--- src/rtl/rec_restore_pkg.sv ---
package rec_restore_pkg;

   typedef enum logic [2:0] {
      ST_CFG,
      ST_FILL,
      ST_HDR,
      ST_SCAN,
      ST_DONE
   } scan_st_e;

   localparam int REC_W    = 32;
   localparam int HALF_W   = 16;
   localparam int DONE_BIT = 31;

endpackage

--- src/rtl/rec_restore_dec.sv ---
module rec_restore_dec
   import rec_restore_pkg::*;
#(
   parameter int AW = 3
) (
   input  logic [REC_W-1:0]  word,
   input  logic [AW:0]       win,
   output logic              erased,
   output logic              torn,
   output logic              hit,
   output logic [AW-1:0]     addr,
   output logic [HALF_W-1:0] data
);

   if (AW < 1 || AW > 15) begin : g_bad_aw
      $error("rec_restore_dec: AW must lie in 1..15");
   end

   always_comb begin
      erased = &word;
      addr   = word[HALF_W +: AW];
      data   = word[HALF_W-1:0];
      torn   = !erased && !word[DONE_BIT];
      hit    = !erased && word[DONE_BIT] && ({1'b0, addr} < win);
   end

endmodule

--- src/rtl/rec_restore_hdr.sv ---
module rec_restore_hdr
   import rec_restore_pkg::*;
#(
   parameter int SECT_W = 2,
   parameter int SEQ_W  = 8
) (
   input  logic               clk,
   input  logic               rst_n,
   input  logic               hv,
   input  logic [SECT_W-1:0]  hsect,
   input  logic [REC_W-1:0]   hword,
   output logic [(1<<SECT_W)-1:0] act,
   output logic [SECT_W-1:0]  oldest
);

   localparam int NSECT = 1 << SECT_W;

   if (SEQ_W < 1 || SEQ_W > REC_W - 1) begin : g_bad_seq
      $error("rec_restore_hdr: SEQ_W out of range");
   end

   logic             live;
   logic             any_act;
   logic [SEQ_W-1:0] best_q;

   assign live    = hv && !(&hword);
   assign any_act = |act;

   for (genvar g = 0; g < NSECT; g++) begin : g_act
      always_ff @(posedge clk or negedge rst_n) begin
         if (!rst_n)                                  act[g] <= 1'b0;
         else if (live && (hsect == SECT_W'(g)))      act[g] <= 1'b1;
      end
   end

   always_ff @(posedge clk or negedge rst_n) begin
      if (!rst_n) begin
         best_q <= '0;
         oldest <= '0;
      end else if (live && (!any_act || (hword[SEQ_W-1:0] < best_q))) begin
         best_q <= hword[SEQ_W-1:0];
         oldest <= hsect;
      end
   end

   // the chosen oldest sector is always one that is in use
   p_oldest_live_r3: assert property (@(posedge clk) disable iff (!rst_n)
      any_act |-> act[oldest]);

endmodule

--- src/rtl/rec_restore.sv ---
module rec_restore
   import rec_restore_pkg::*;
#(
   parameter int SECT_W = 2,
   parameter int SLOT_W = 3,
   parameter int AW     = 3,
   parameter int SEQ_W  = 8
) (
   input  logic                      clk,
   input  logic                      rst_n,
   input  logic [AW:0]               cfg_win_words,
   input  logic [SECT_W:0]           cfg_sect_cnt,
   output logic                      bk_re,
   output logic [SECT_W+SLOT_W-1:0]  bk_addr,
   input  logic [31:0]               bk_rdata,
   output logic                      img_we,
   output logic [AW-1:0]             img_addr,
   output logic [15:0]               img_wdata,
   output logic                      ready,
   output logic [SECT_W+SLOT_W-1:0]  torn_cnt,
   output logic [SECT_W+SLOT_W-1:0]  free_ptr
);

   localparam int NSECT = 1 << SECT_W;
   localparam int BA_W  = SECT_W + SLOT_W;

   if (SECT_W < 1 || SLOT_W < 1) begin : g_bad_geom
      $error("rec_restore: SECT_W and SLOT_W must be at least 1");
   end
   if (HALF_W + AW + 1 > REC_W) begin : g_bad_fit
      $error("rec_restore: address field does not fit the record");
   end

   scan_st_e          state_q;
   logic [AW:0]       win_q;
   logic [SECT_W:0]   ns_q;
   logic [AW:0]       fcnt_q;
   logic [SECT_W:0]   hcnt_q;
   logic              rv_q;
   logic [SECT_W-1:0] rsect_q;
   logic [SLOT_W-1:0] rslot_q;
   logic [SECT_W-1:0] cur_q;
   logic [SECT_W:0]   scnt_q;
   logic [SLOT_W:0]   iss_q;
   logic [BA_W-1:0]   torn_q;
   logic [BA_W-1:0]   free_q;

   logic              d_erased, d_torn, d_hit;
   logic [AW-1:0]     d_addr;
   logic [HALF_W-1:0] d_data;
   logic [NSECT-1:0]  act;
   logic [SECT_W-1:0] oldest;

   logic in_fill, fill_we, hdr_iss, hv, scan_rv, act_cur;
   logic hit_end, skip, adv, scan_iss, scan_we, last_sect;
   logic [SECT_W-1:0] nxt_sect;

   rec_restore_dec #(.AW(AW)) u_dec (
      .word   (bk_rdata),
      .win    (win_q),
      .erased (d_erased),
      .torn   (d_torn),
      .hit    (d_hit),
      .addr   (d_addr),
      .data   (d_data)
   );

   rec_restore_hdr #(.SECT_W(SECT_W), .SEQ_W(SEQ_W)) u_hdr (
      .clk    (clk),
      .rst_n  (rst_n),
      .hv     (hv),
      .hsect  (rsect_q),
      .hword  (bk_rdata),
      .act    (act),
      .oldest (oldest)
   );

   always_comb begin
      in_fill   = (state_q == ST_FILL);
      fill_we   = in_fill && (fcnt_q < win_q);
      hdr_iss   = (state_q == ST_HDR) && (hcnt_q < ns_q);
      hv        = (state_q == ST_HDR) && rv_q;
      act_cur   = act[cur_q];
      scan_rv   = (state_q == ST_SCAN) && rv_q;
      hit_end   = scan_rv && (d_erased || (&rslot_q));
      skip      = (state_q == ST_SCAN) && !act_cur;
      adv       = hit_end || skip;
      scan_iss  = (state_q == ST_SCAN) && act_cur && !hit_end && !iss_q[SLOT_W];
      scan_we   = scan_rv && d_hit;
      last_sect = (scnt_q == ns_q - 1'b1);
      nxt_sect  = ({1'b0, cur_q} == ns_q - 1'b1) ? '0 : cur_q + 1'b1;

      bk_re     = hdr_iss || scan_iss;
      bk_addr   = (state_q == ST_HDR) ? {hcnt_q[SECT_W-1:0], {SLOT_W{1'b0}}}
                                      : {cur_q, iss_q[SLOT_W-1:0]};
      img_we    = fill_we || scan_we;
      img_addr  = in_fill ? fcnt_q[AW-1:0] : d_addr;
      img_wdata = in_fill ? '1 : d_data;
   end

   always_ff @(posedge clk or negedge rst_n) begin
      if (!rst_n) begin
         state_q <= ST_CFG;
         win_q   <= '0;
         ns_q    <= '0;
         fcnt_q  <= '0;
         hcnt_q  <= '0;
         rv_q    <= 1'b0;
         rsect_q <= '0;
         rslot_q <= '0;
         cur_q   <= '0;
         scnt_q  <= '0;
         iss_q   <= (SLOT_W+1)'(1);
         torn_q  <= '0;
         free_q  <= BA_W'(1);
      end else begin
         unique case (state_q)
            ST_CFG: begin
               win_q   <= cfg_win_words;
               ns_q    <= cfg_sect_cnt;
               fcnt_q  <= '0;
               state_q <= ST_FILL;
            end
            ST_FILL: begin
               if (fill_we) fcnt_q <= fcnt_q + 1'b1;
               if (fcnt_q + 1'b1 >= win_q) begin
                  hcnt_q  <= '0;
                  state_q <= ST_HDR;
               end
            end
            ST_HDR: begin
               rv_q    <= hdr_iss;
               rsect_q <= hcnt_q[SECT_W-1:0];
               if (hdr_iss) hcnt_q <= hcnt_q + 1'b1;
               if ((hcnt_q == ns_q) && !rv_q) begin
                  cur_q   <= oldest;
                  scnt_q  <= '0;
                  iss_q   <= (SLOT_W+1)'(1);
                  state_q <= (ns_q == '0) ? ST_DONE : ST_SCAN;
               end
            end
            ST_SCAN: begin
               rv_q    <= scan_iss;
               rslot_q <= iss_q[SLOT_W-1:0];
               if (scan_iss) iss_q <= iss_q + 1'b1;
               if (scan_rv && d_torn) torn_q <= torn_q + 1'b1;
               if (hit_end)
                  free_q <= d_erased ? {cur_q, rslot_q} : {nxt_sect, SLOT_W'(1)};
               if (adv) begin
                  if (last_sect) begin
                     state_q <= ST_DONE;
                  end else begin
                     cur_q  <= nxt_sect;
                     scnt_q <= scnt_q + 1'b1;
                     iss_q  <= (SLOT_W+1)'(1);
                  end
               end
            end
            default: ;
         endcase
      end
   end

   assign ready    = (state_q == ST_DONE);
   assign torn_cnt = torn_q;
   assign free_ptr = free_q;

   // configuration never moves once captured
   p_cfg_frozen_r1: assert property (@(posedge clk) disable iff (!rst_n)
      (state_q != ST_CFG) |=> ($stable(win_q) && $stable(ns_q)));

   // reads only touch configured sectors
   p_read_in_part_r3: assert property (@(posedge clk) disable iff (!rst_n)
      bk_re |-> ({1'b0, bk_addr[BA_W-1:SLOT_W]} < ns_q));

   // a torn record never reaches the image
   p_torn_no_write_r6: assert property (@(posedge clk) disable iff (!rst_n)
      (scan_rv && d_torn) |-> !img_we);

   // torn count only grows
   p_torn_mono_r6: assert property (@(posedge clk) disable iff (!rst_n)
      $past(torn_q) <= torn_q);

   // silent once ready
   p_quiet_after_ready_r9: assert property (@(posedge clk) disable iff (!rst_n)
      ready |-> (!img_we && !bk_re));

   // ready is sticky
   p_ready_holds_r9: assert property (@(posedge clk) disable iff (!rst_n)
      ready |=> ready);

endmodule

--- config.mk ---
export PLATFORM = sky130hd
export DESIGN_NAME = rec_restore
export DESIGN_NICKNAME = d
export VERILOG_FILES = /design/src/rtl/rec_restore_pkg.sv /design/src/rtl/rec_restore_dec.sv /design/src/rtl/rec_restore_hdr.sv /design/src/rtl/rec_restore.sv
export SDC_FILE = /design/constraint.sdc
export NUM_CORES = 1
export LEC_CHECK = 0
export CORE_ASPECT_RATIO = 1.25
export CORE_MARGIN = 10
export CORE_UTILIZATION = 40
export DETAILED_ROUTE_END_ITERATION = 10
export HOLD_SLACK_MARGIN = 0.15
export PLACE_DENSITY = 0.72
export SLEW_MARGIN = 40
export SYNTH_ARGS = -nofsm -noshare
export SYNTH_HDL_FRONTEND = slang
export SYNTH_SLANG_ARGS = --single-unit
--- constraint.sdc ---
create_clock -name clk -period 2.99 [get_ports clk]
set_input_delay 0.598 -clock clk [delete_from_list [all_inputs] [get_ports clk]]
set_output_delay 0.598 -clock clk [all_outputs]
set_load 0.01 [all_outputs]
## Word level (Yosys, flattened, before mapping)

Cells that the tools add are included.
Widths: inputs -> output; s select.

- Add/sub/neg operators: 7
- Magnitude comparators: 6
- Equal/unequal tests: 17
- Muxes and demuxes: 32
- Reduce and logical (&&, ||, !) cells: 50

Operators by type and width:

| cell | count |
|---|---|
| $mux 3 | 11 |
| $reduce_and 32->1 | 1 |
| $logic_and 1x1->1 | 21 |
| $mux 4 | 5 |
| $mux 16 | 1 |
| $pmux 4 s2 | 2 |
| $pmux 3 s2 | 2 |
| $pmux 3 s4 | 1 |
| $mux 5 | 2 |
| $add 4x1->4 const B | 2 |
| $lt 8x8->1 | 1 |
| $mux 2 | 4 |
| $ne 2x2->1 const B | 4 |
| $reduce_and 2->1 | 4 |
| $logic_not 1->1 | 7 |
| $add 3x1->3 const B | 2 |
| $eq 3x2->1 const B | 2 |
| $eq 3x3->1 | 2 |
| $logic_not 3->1 | 2 |
| $ne 2x1->1 const B | 3 |
| $reduce_and 3->1 | 2 |
| $reduce_bool 2->1 | 3 |
| $add 5x1->5 const B | 1 |
| $logic_or 1x1->1 | 5 |
| other kinds (21) | 22 |

- Flip-flop bits (word level): 56
- Input bits: 41
- Output and inout port bits: 37
- Word-level logic and storage cells: 131

## Logic depth before layout (Yosys ltp)

Gate-level depths: netlist of the first run.

- Depth in word-level cells: 10
- Mapped depth: 8
- Depth with buffers taken out: 8

## Hierarchy

A second synthesis of the first run with hierarchy kept.

- Cell total of the unflattened synthesis: 380
- Area, all modules: 3644.7 sq um

Modules (own cells, without submodules):

| module | times used | cells each | area each (sq um) |
|---|---|---|---|
| rec_restore | 1 | 271 | 2591.2 |
| rec_restore_hdr | 1 | 69 | 770.7 |
| rec_restore_dec | 1 | 40 | 282.8 |

## Worst setup path before layout of the first run

No wires, ideal clock.

- Kind: input port to output port
- Start: input bk_rdata[14]
- End: output img_we
- Arrival: 1.659 ns
- Path slack: 0.733 ns
- Stages on the path: 6
- Cell sequence: nand4_1 nor4_4 nand2_2 nand3_1 nor2_1 a21o_2

- Cells in the longest elaborated chain, start to end: 6

Ends and longest elaborated chain:

| what | RTL line | RTL |
|---|---|---|
| start, declared | rec_restore.sv:15 | `input logic [31:0] bk_rdata,` |
| $reduce_and 32->1 | rec_restore_dec.sv:20 | `erased = &word;` |
| $logic_not 1->1 | rec_restore_dec.sv:24 | `hit = !erased && word[DONE_BIT] && ({1'b0, addr} < win);` |
| $logic_and 1x1->1 (2 in a row) | rec_restore_dec.sv:24 |  |
| $logic_and 1x1->1 | rec_restore.sv:89 | `scan_we = scan_rv && d_hit;` |
| $logic_or 1x1->1 | rec_restore.sv:96 | `img_we = fill_we \|\| scan_we;` |
| end, declared | rec_restore.sv:16 | `output logic img_we,` |

Every way passes these cells.

## Final worst setup path of the first run

- Start: input bk_rdata[5]
- End: output img_we

The elaborated chain is that of the path after synthesis.

==> results.cfg, run 1 <==
[status]
status = finished clean

[critical_path]
crit_arrival_ns = 2.28
critPathSlowestCell = clkdlybuf4s50_1
ff2ff_setup_slack_ns = 0.55
crit_chain = clkdlybuf4s50_1, nand4_1, nor4_4, buf_4, nand2_2, nand3_1, nor2_1, a21o_2, clkbuf_2
reg2reg_to = state_q[1]$_DFFE_PN0P_
crit_family = buffers and inverters
rr_worst_depth = 8
cp.required_ns = 2.39
crit_buf_inv = 3
cpPeakStageDelay_ns = 0.49
r2r_start = ns_q[0]$_DFFE_PN0P_
critPathLaunchType = input pin
crit_fanout = 2
worstSetupPathType = in2out
cp-end-kind = primary output

[finish]
fillers = 795
multi_input_area_mm2 = 0.00195
area_delta_synth_final_pct = 33.7
antennaDiodeCount = 0
final_cells = 572
final_nets = 519
seqCellArea_mm2 = 0.00140
drive_gt1_frac = 0.170
post-route-util = 0.544

[logic_synthesis]
synthFlopType = dfrtp_1
synth-edff-count = 0
yosysMostFrequentCell = dfrtp_1
ys_warn_count = 0
yosysTopAreaCellShare = 0.386
synth_common_cells = dfrtp_1 (54), nand2_1 (49), ha_1 (27)
synth_cell_types = 65
avgSynthCellArea_um2 = 10.1
yosysSeqAreaShare = 0.401
synthesis.area_mm2 = 0.00350
syn_nets = 416
synthCells = 348
synthTopCellsByArea = dfrtp_1 (39%), ha_1 (9.6%), mux2_4 (5.6%), nand2_1 (5.3%), nand2b_1 (3.8%)
ys_ff_latch = 56
synth_top_area_cell = dfrtp_1
synthArstFlopShare = 1.00

[timing]
max_slew_margin = 0.526
finalHoldViolCount = 0
clock_skew_ns = 0.00593
setup_viol = 0
finalCritPeriodShare = 0.962
finalMaxSlewViolations = 0
worst_pin_slew_ns = 0.712
setup_tns_ns = 0
min_period_ns = 2.88
rsz0062_at_grt = no
whs_ns = 0.419
fmax_mhz = 348

[detailed_routing]
drt_iter0_drc = 91
drtPass1Iterations = 4
num_vias = 2816
wl_per_cell_um = 15.0
wl_mm = 8.60
viasPerCell = 4.92
drc_errors = 0
final_antenna_net_count = 0

[power]
power_leakage_uw = 0.00219
vdd_drop_max_mv = 0.327
total_power_uw = 2100
cellPowerDensity_mw_per_mm2 = 449

[die]
num_io_pins = 78
fp.dieH_um = 125
fp.dieW_um = 104
floorplan.initialDensity = 0.407
fp-row-count = 38
fp.dieArea_mm2 = 0.0129
core_area_mm2 = 0.00861

[cts]
clkLatencyLatePin_ns = 0.31
h-tree-depth = 2
clkSlewWorstSetupHoldPaths_ns = 0.09
numCtsBuffers = 5
tritoncts = done
ctsLongestPathBuffers = 2
numClockSinks = 56
clock-root-buffer = clkbuf_8

[placement]
hpwl_mm = 6.95
gp_congestion = 0.858
place_inst = 559
port_buffers = 77

[worst_hold_path]
hp-class = in2async

[job]
cap_violations = 0

[global_route]
grt_usage = 0.134
antenna_found_initial = 0
grt_max_degree = 57
grt-ovfl-total = 0
grt_pass1_vias = 2937
grt_pass1_wl_mm = 14.5
-- worst reg2reg max path, delay by kind of cell, from the launching register on --
kind | cells | cell delay [ns]
AO/OA/AOI/OAI | 1 | 0.18
XOR/XNOR | 2 | 0.57
multiplexers | 1 | 0.34
AND/OR/NAND/NOR | 2 | 0.41
flip-flops | 1 | 0.49
buffers and inverters | 1 | 0.12
adder cells (fa/ha/maj) | 1 | 0.22
-- cell usage in the layout, fill, tap and decap left out, types with 2 or more instances in the layout --
cell and instances:
clkdlybuf4s50_1 74, dfrtp_1 54, nand2_1 49, buf_4 28, ha_1 27, inv_1 25
nand2b_1 21, o21ai_0 18, nor2_1 13, mux2_4 13, xor2_1 7, a21oi_1 7
nand4_1 6, nand3_1 6, xnor2_1 6, mux2i_1 6, clkbuf_8 6, a21o_1 5
nor3_1 5, o21bai_1 5, and2_1 4, nor2b_1 4, nor3b_1 4, mux2_2 3
a31oi_1 3, nand4_2 2, nor4_4 2, a211o_1 2, o2bb2ai_1 2, a22o_1 2
o211ai_1 2, clkbuf_1 2, dfstp_2 2, clkbuf_2 2
-- logic make-up (layout without fill, tap and decap cells) --
group | after synthesis | after routing | synth area share
adder cells (fa/ha/maj) | 27 | 27 | 0.0965
AO/OA/AOI/OAI | 61 | 61 | 0.125
XOR/XNOR | 13 | 13 | 0.0325
buffers and inverters | 36 | 140 | 0.0425
flip-flops | 56 | 56 | 0.401
multiplexers | 24 | 24 | 0.0922
AND/OR/NAND/NOR | 131 | 131 | 0.210
-- worst max-delay path by stage --
stage	from	endpoint	slack, ns	cells past startpoint
2_1_floorplan	bk_rdata[14]	img_we	0.73	6
3_5_place_dp	bk_rdata[2]	img_we	-0.23	8
6_report	bk_rdata[5]	img_we	0.11	9
4_1_cts	bk_rdata[14]	img_we	-0.08	9
5_1_grt	bk_rdata[5]	img_we	0.01	9
3_3_place_gp	bk_rdata[3]	img_we	-0.22	8
-- sequential cells by signal (all words and copies together) (netlist names), 4 cells and up --
name and flops:
u_hdr.best_q 8, free_ptr 5, torn_cnt 5, fcnt_q 4, iss_q 4, u_hdr.act 4, win_q 4
-- metal layers --
metal  vias up  routed length [µm]  part of all wire  GRT usage
li1       1411                   -                 -          -
met1      1344                3770              0.44      0.157
met2        52                4430              0.51      0.238
met3         9                 266             0.031     0.0254
met4         0                 141             0.016     0.0427
met5         -                   0                 0          0
-- what timing repair did --
action / CTS / global route
cloned: 0 / 0
gates resized for setup: 2 / 5
setup buffers: 3 / 2
setup endpoints to repair: 2 / 2
hold buffers: 0 / 0
pin swaps: 2 / 3
-- layout make-up --
cell class,instances,share of cell area
Inverter,26,0.0209
Multi-Input combinational cell,256,0.417
Clock buffer,8,0.0193
Sequential cell,56,0.300
Timing Repair Buffer,106,0.211
Tap cell,120,0.0321
-- stage by stage --
stage               instance area (µm²)  worst slack, ns
global placement                   4560           -0.225
finish                             4680            0.115
floorplan                          3500            0.733
global route                       4680           0.0115
detailed placement                 4560           -0.233
CTS                                4670          -0.0815
-- report_power, final --
part	switching [µW]	total, µW	internal [µW]
clock	237	427	190
sequential	114	999	884
combinational	259	678	419
total	611	2100	1490
Note: power is estimated with default switching activity, not from simulation.
==> run 2: changes to the inputs <==
Settings changed: CAP_MARGIN from default to 20, CTS_BUF_LIST from default to sky130_fd_sc_hd__clkbuf_16.
==> results.cfg, run 2 (synthesis gave the netlist of run 1 again) <==
[detailed_routing]
wl_per_cell_um = 15.0
viasPerCell = 4.92
wl_mm = 8.57
drt_iter0_drc = 95
drtPass1Iterations = 4
final_antenna_net_count = 0
drc_errors = 0
num_vias = 2805

[timing]
clock_skew_ns = 0.00435
finalHoldViolCount = 0
worst_slack_ns = 0.0958
finalMaxSlewViolations = 0
fmax_mhz = 346
min_period_ns = 2.89
setup_viol = 0
worst_pin_slew_ns = 0.706
max_slew_margin = 0.530
rsz0062_at_grt = no
finalCritPeriodShare = 0.968
whs_ns = 0.425

[critical_path]
crit_family = buffers and inverters
cp-end-kind = primary output
crit_buf_inv = 3
critPathSlowestCell = clkdlybuf4s50_1
cpPeakStageDelay_ns = 0.49
crit_fanout = 2
ff2ff_setup_slack_ns = 0.52
critPathLaunchType = input pin
reg2reg_to = state_q[1]$_DFFE_PN0P_
rr_worst_depth = 8
r2r_start = ns_q[0]$_DFFE_PN0P_
crit_chain = clkdlybuf4s50_1, nand4_1, nor4_4, buf_4, nand2_2, nand3_1, nor2_1, a21o_2, clkbuf_2
cp.required_ns = 2.39
crit_arrival_ns = 2.30
worstSetupPathType = in2out

[die]
fp.dieW_um = 104
core_area_mm2 = 0.00861
floorplan.initialDensity = 0.407
fp-row-count = 38
fp.dieArea_mm2 = 0.0129
fp.dieH_um = 125
num_io_pins = 78

[job]
cap_violations = 0

[finish]
drive_gt1_frac = 0.162
final_cells = 570
largest_register_ffs = 8
regMostFlops = u_hdr.best_q
layout_commonest_cell = clkdlybuf4s50_1
antennaDiodeCount = 0
final_nets = 517
area_delta_synth_final_pct = 34.7
post-route-util = 0.548
layout_common_cells = clkdlybuf4s50_1 (73), dfrtp_1 (54), nand2_1 (49), inv_1 (27), ha_1 (27)

[cts]
clkLatencyLatePin_ns = 0.29
clock-root-buffer = clkbuf_16
ctsHoldBuffers = 0
tritoncts = done
numClockSinks = 56
clkSlewWorstSetupHoldPaths_ns = 0.07
h-tree-depth = 2
numCtsBuffers = 5
ctsLongestPathBuffers = 2

[placement]
place_inst = 559
hpwl_mm = 6.95
gp_congestion = 0.858
port_buffers = 77
pre_cts_ws_ns = -0.233

[worst_hold_path]
hp-class = in2async

[global_route]
grt_max_degree = 57
antenna_found_initial = 0
grt_usage = 0.134
grt-ovfl-total = 0
grt_pass1_wl_mm = 14.5
grt_pass1_vias = 2936

[status]
status = finished clean

[power]
power_leakage_uw = 0.00222
cellPowerDensity_mw_per_mm2 = 475
total_power_uw = 2240
vdd_drop_max_mv = 0.263
-- run 2: power by group --
group	switching, µW	internal (µW)	leakage [µW]
clock network	259	302	0.0000738
logic	260	419	0.00154
registers	115	885	0.000602
total	633	1610	0.00222
-- run 2: routing by layer --
metal	part of all wire	up-vias	GRT usage
li1	-	1407	-
met1	0.43	1333	0.158
met2	0.52	54	0.237
met3	0.032	11	0.0259
met4	0.017	0	0.0435
met5	0	-	0
-- run 2: through the flow --
stage | cell area (µm²) | setup TNS (ns)
CTS | 4710 | -0.0815
global placement | 4560 | -0.414
finish | 4720 | 0
detailed placement | 4560 | -0.413
floorplan | 3500 | 0
global route | 4720 | 0
-- run 2: worst max-delay path by stage --
stage,start,to,slack (ns),cells past startpoint
floorplan,bk_rdata[14],img_we,0.73,6
global placement,bk_rdata[3],img_we,-0.22,8
detailed placement,bk_rdata[2],img_we,-0.23,8
CTS,bk_rdata[14],img_we,-0.08,9
global route,bk_rdata[7],img_we,0.008,9
finish,bk_rdata[7],img_we,0.1,9
-- run 2: area by class of cell --
type | instances | area (µm²)
Fill cell | 780 | 3890
Multi-Input combinational cell | 256 | 1950
Sequential cell | 56 | 1400
Timing Repair Buffer | 104 | 977
Tap cell | 120 | 150
Clock buffer | 5 | 125
Inverter | 26 | 97.6
Clock inverter | 3 | 11.3
-- run 2: what timing repair did --
item                                    in CTS  in global routing
endpoints found under the setup margin       2                  2
resized for setup                            2                  4
buffers inserted                             3                  0
gates cloned                                 0                  0
pin swaps                                    2                  2
hold endpoints to repair                     0                  0
==> run 3: changes to the inputs <==
Settings changed: CELL_PAD_IN_SITES_DETAIL_PLACEMENT from default to 0, CELL_PAD_IN_SITES_GLOBAL_PLACEMENT from default to 2, CORE_UTILIZATION 40 to 32, PLACE_DENSITY 0.72 to 0.87.
==> results.cfg, run 3 (synthesis gave the netlist of run 1 again) <==
[cts]
ctsHoldBuffers = 0
tritoncts = done
clkSlewWorstSetupHoldPaths_ns = 0.07
numCtsBuffers = 5
ctsLongestPathBuffers = 2
clock-root-buffer = clkbuf_16
h-tree-depth = 2
clkLatencyLatePin_ns = 0.30
numClockSinks = 56

[power]
cellPowerDensity_mw_per_mm2 = 478
vdd_drop_max_mv = 0.249
total_power_uw = 2280
power_leakage_uw = 0.00229

[detailed_routing]
drc_errors = 0
drt_iter0_drc = 114
drtPass1Iterations = 4
wl_per_cell_um = 15.6
num_vias = 2876
wl_mm = 9.14
final_antenna_net_count = 0
viasPerCell = 4.92

[global_route]
grt-ovfl-total = 0
antenna_found_initial = 0
grt_pass1_wl_mm = 15.3
grt_usage = 0.121
grt_pass1_vias = 3010
grt_max_degree = 42

[critical_path]
worstSetupPathType = in2out
cp.required_ns = 2.39
crit_arrival_ns = 2.29
cp-end-kind = primary output
rr_worst_depth = 8
ff2ff_setup_slack_ns = 0.44
r2r_start = ns_q[0]$_DFFE_PN0P_
crit_fanout = 2
critPathLaunchType = input pin
reg2reg_to = state_q[1]$_DFFE_PN0P_

[timing]
clock_skew_ns = 0.00644
finalMaxSlewViolations = 0
worst_slack_ns = 0.105
max_slew_margin = 0.540
worst_pin_slew_ns = 0.685
fmax_mhz = 347
finalCritPeriodShare = 0.965
setup_viol = 0
finalHoldViolCount = 0
min_period_ns = 2.89
rsz0062_at_grt = no

[die]
fp.dieH_um = 137
fp-row-count = 42
core_area_mm2 = 0.0107
floorplan.initialDensity = 0.328
fp.dieArea_mm2 = 0.0155
num_io_pins = 78
fp.dieW_um = 114

[finish]
largest_register_ffs = 8
regMostFlops = u_hdr.best_q
postLayoutCellArea_mm2 = 0.00477
area_delta_synth_final_pct = 36.3
post-route-util = 0.447
layout_commonest_cell = clkdlybuf4s50_1
antennaDiodeCount = 0
final_nets = 519
fillers = 1025
seqCellArea_mm2 = 0.00141
layout_common_cells = clkdlybuf4s50_1 (66), dfrtp_1 (53), nand2_1 (49), buf_4 (30), ha_1 (27)
multi_input_area_mm2 = 0.00196
drive_gt1_frac = 0.177

[placement]
port_buffers = 77
place_area_mm2 = 0.00459
pre_cts_ws_ns = -0.289
gp_congestion = 0.809
hpwl_mm = 7.42

[worst_hold_path]
hp-class = in2async

[status]
status = finished clean

[job]
cap_violations = 0
[run 3: cell types whose count changed in the layout (fill, tap and decap cells not counted), moves of 2 or more]
cell / change
buf_4: +4
clkdlybuf4s50_1: -7
dlymetal6s2s_1: +7
inv_1: -2
[run 3: worst max-delay path, stage by stage]
cell	delay (ns)
clkdlybuf4s50_1	0.49
nand4_2	0.13
nor4_4	0.37
buf_4	0.18
nand2_2	0.05
nand3_2	0.08
nor2_1	0.04
a21o_2	0.20
buf_2	0.13
[run 3: how the worst max path moves through the flow]
stage / start / end / slack [ns]
2_1_floorplan: bk_rdata[14] / img_we / 0.73
3_3_place_gp: bk_rdata[3] / img_we / -0.27
3_5_place_dp: bk_rdata[5] / img_we / -0.29
4_1_cts: bk_rdata[1] / img_we / 0.02
5_1_grt: bk_rdata[31] / img_we / 0.02
6_report: bk_rdata[31] / img_we / 0.10
[run 3: repair_timing]
action                                  CTS  global route
buffers inserted                          2             0
endpoints found under the setup margin    2            18
pin swaps                                 4             3
cloned                                    0             0
gates resized for setup                   7             9
[run 3: metrics by stage]
| step | cells | hold slack (ns) | setup TNS [ns] |
|---|---|---|---|
| after floorplan | 348 | 0.302 | 0 |
| after global placement | 574 | 0.461 | -0.493 |
| after detailed placement | 574 | 0.466 | -0.523 |
| after CTS | 584 | 0.298 | 0 |
| after global routing | 584 | 0.323 | 0 |
| final | 584 | 0.276 | 0 |
[run 3: report_power, final]
| group | switching (µW) | leakage (µW) | internal [µW] |
|---|---|---|---|
| sequential | 101 | 0.000602 | 885 |
| combinational | 270 | 0.00162 | 427 |
| clock | 282 | 0.0000742 | 314 |
| total | 653 | 0.00229 | 1630 |
[run 3: layout make-up]
class	count	area share
multi-input cells	256	0.410
flip-flops and latches	56	0.294
repair buffers	106	0.209
well taps	132	0.0346
clock buffers	5	0.0262
inverters	26	0.0205
clock inverters	3	0.00472
[run 3: routing by layer]
layer  GRT usage  part of all wire  vias to the layer above
li1            -                 -                     1415
met2       0.207              0.49                       83
met3      0.0320             0.074                        7
met4      0.0403             0.014                        0
met1       0.144              0.43                     1371
met5           0                 0                        -
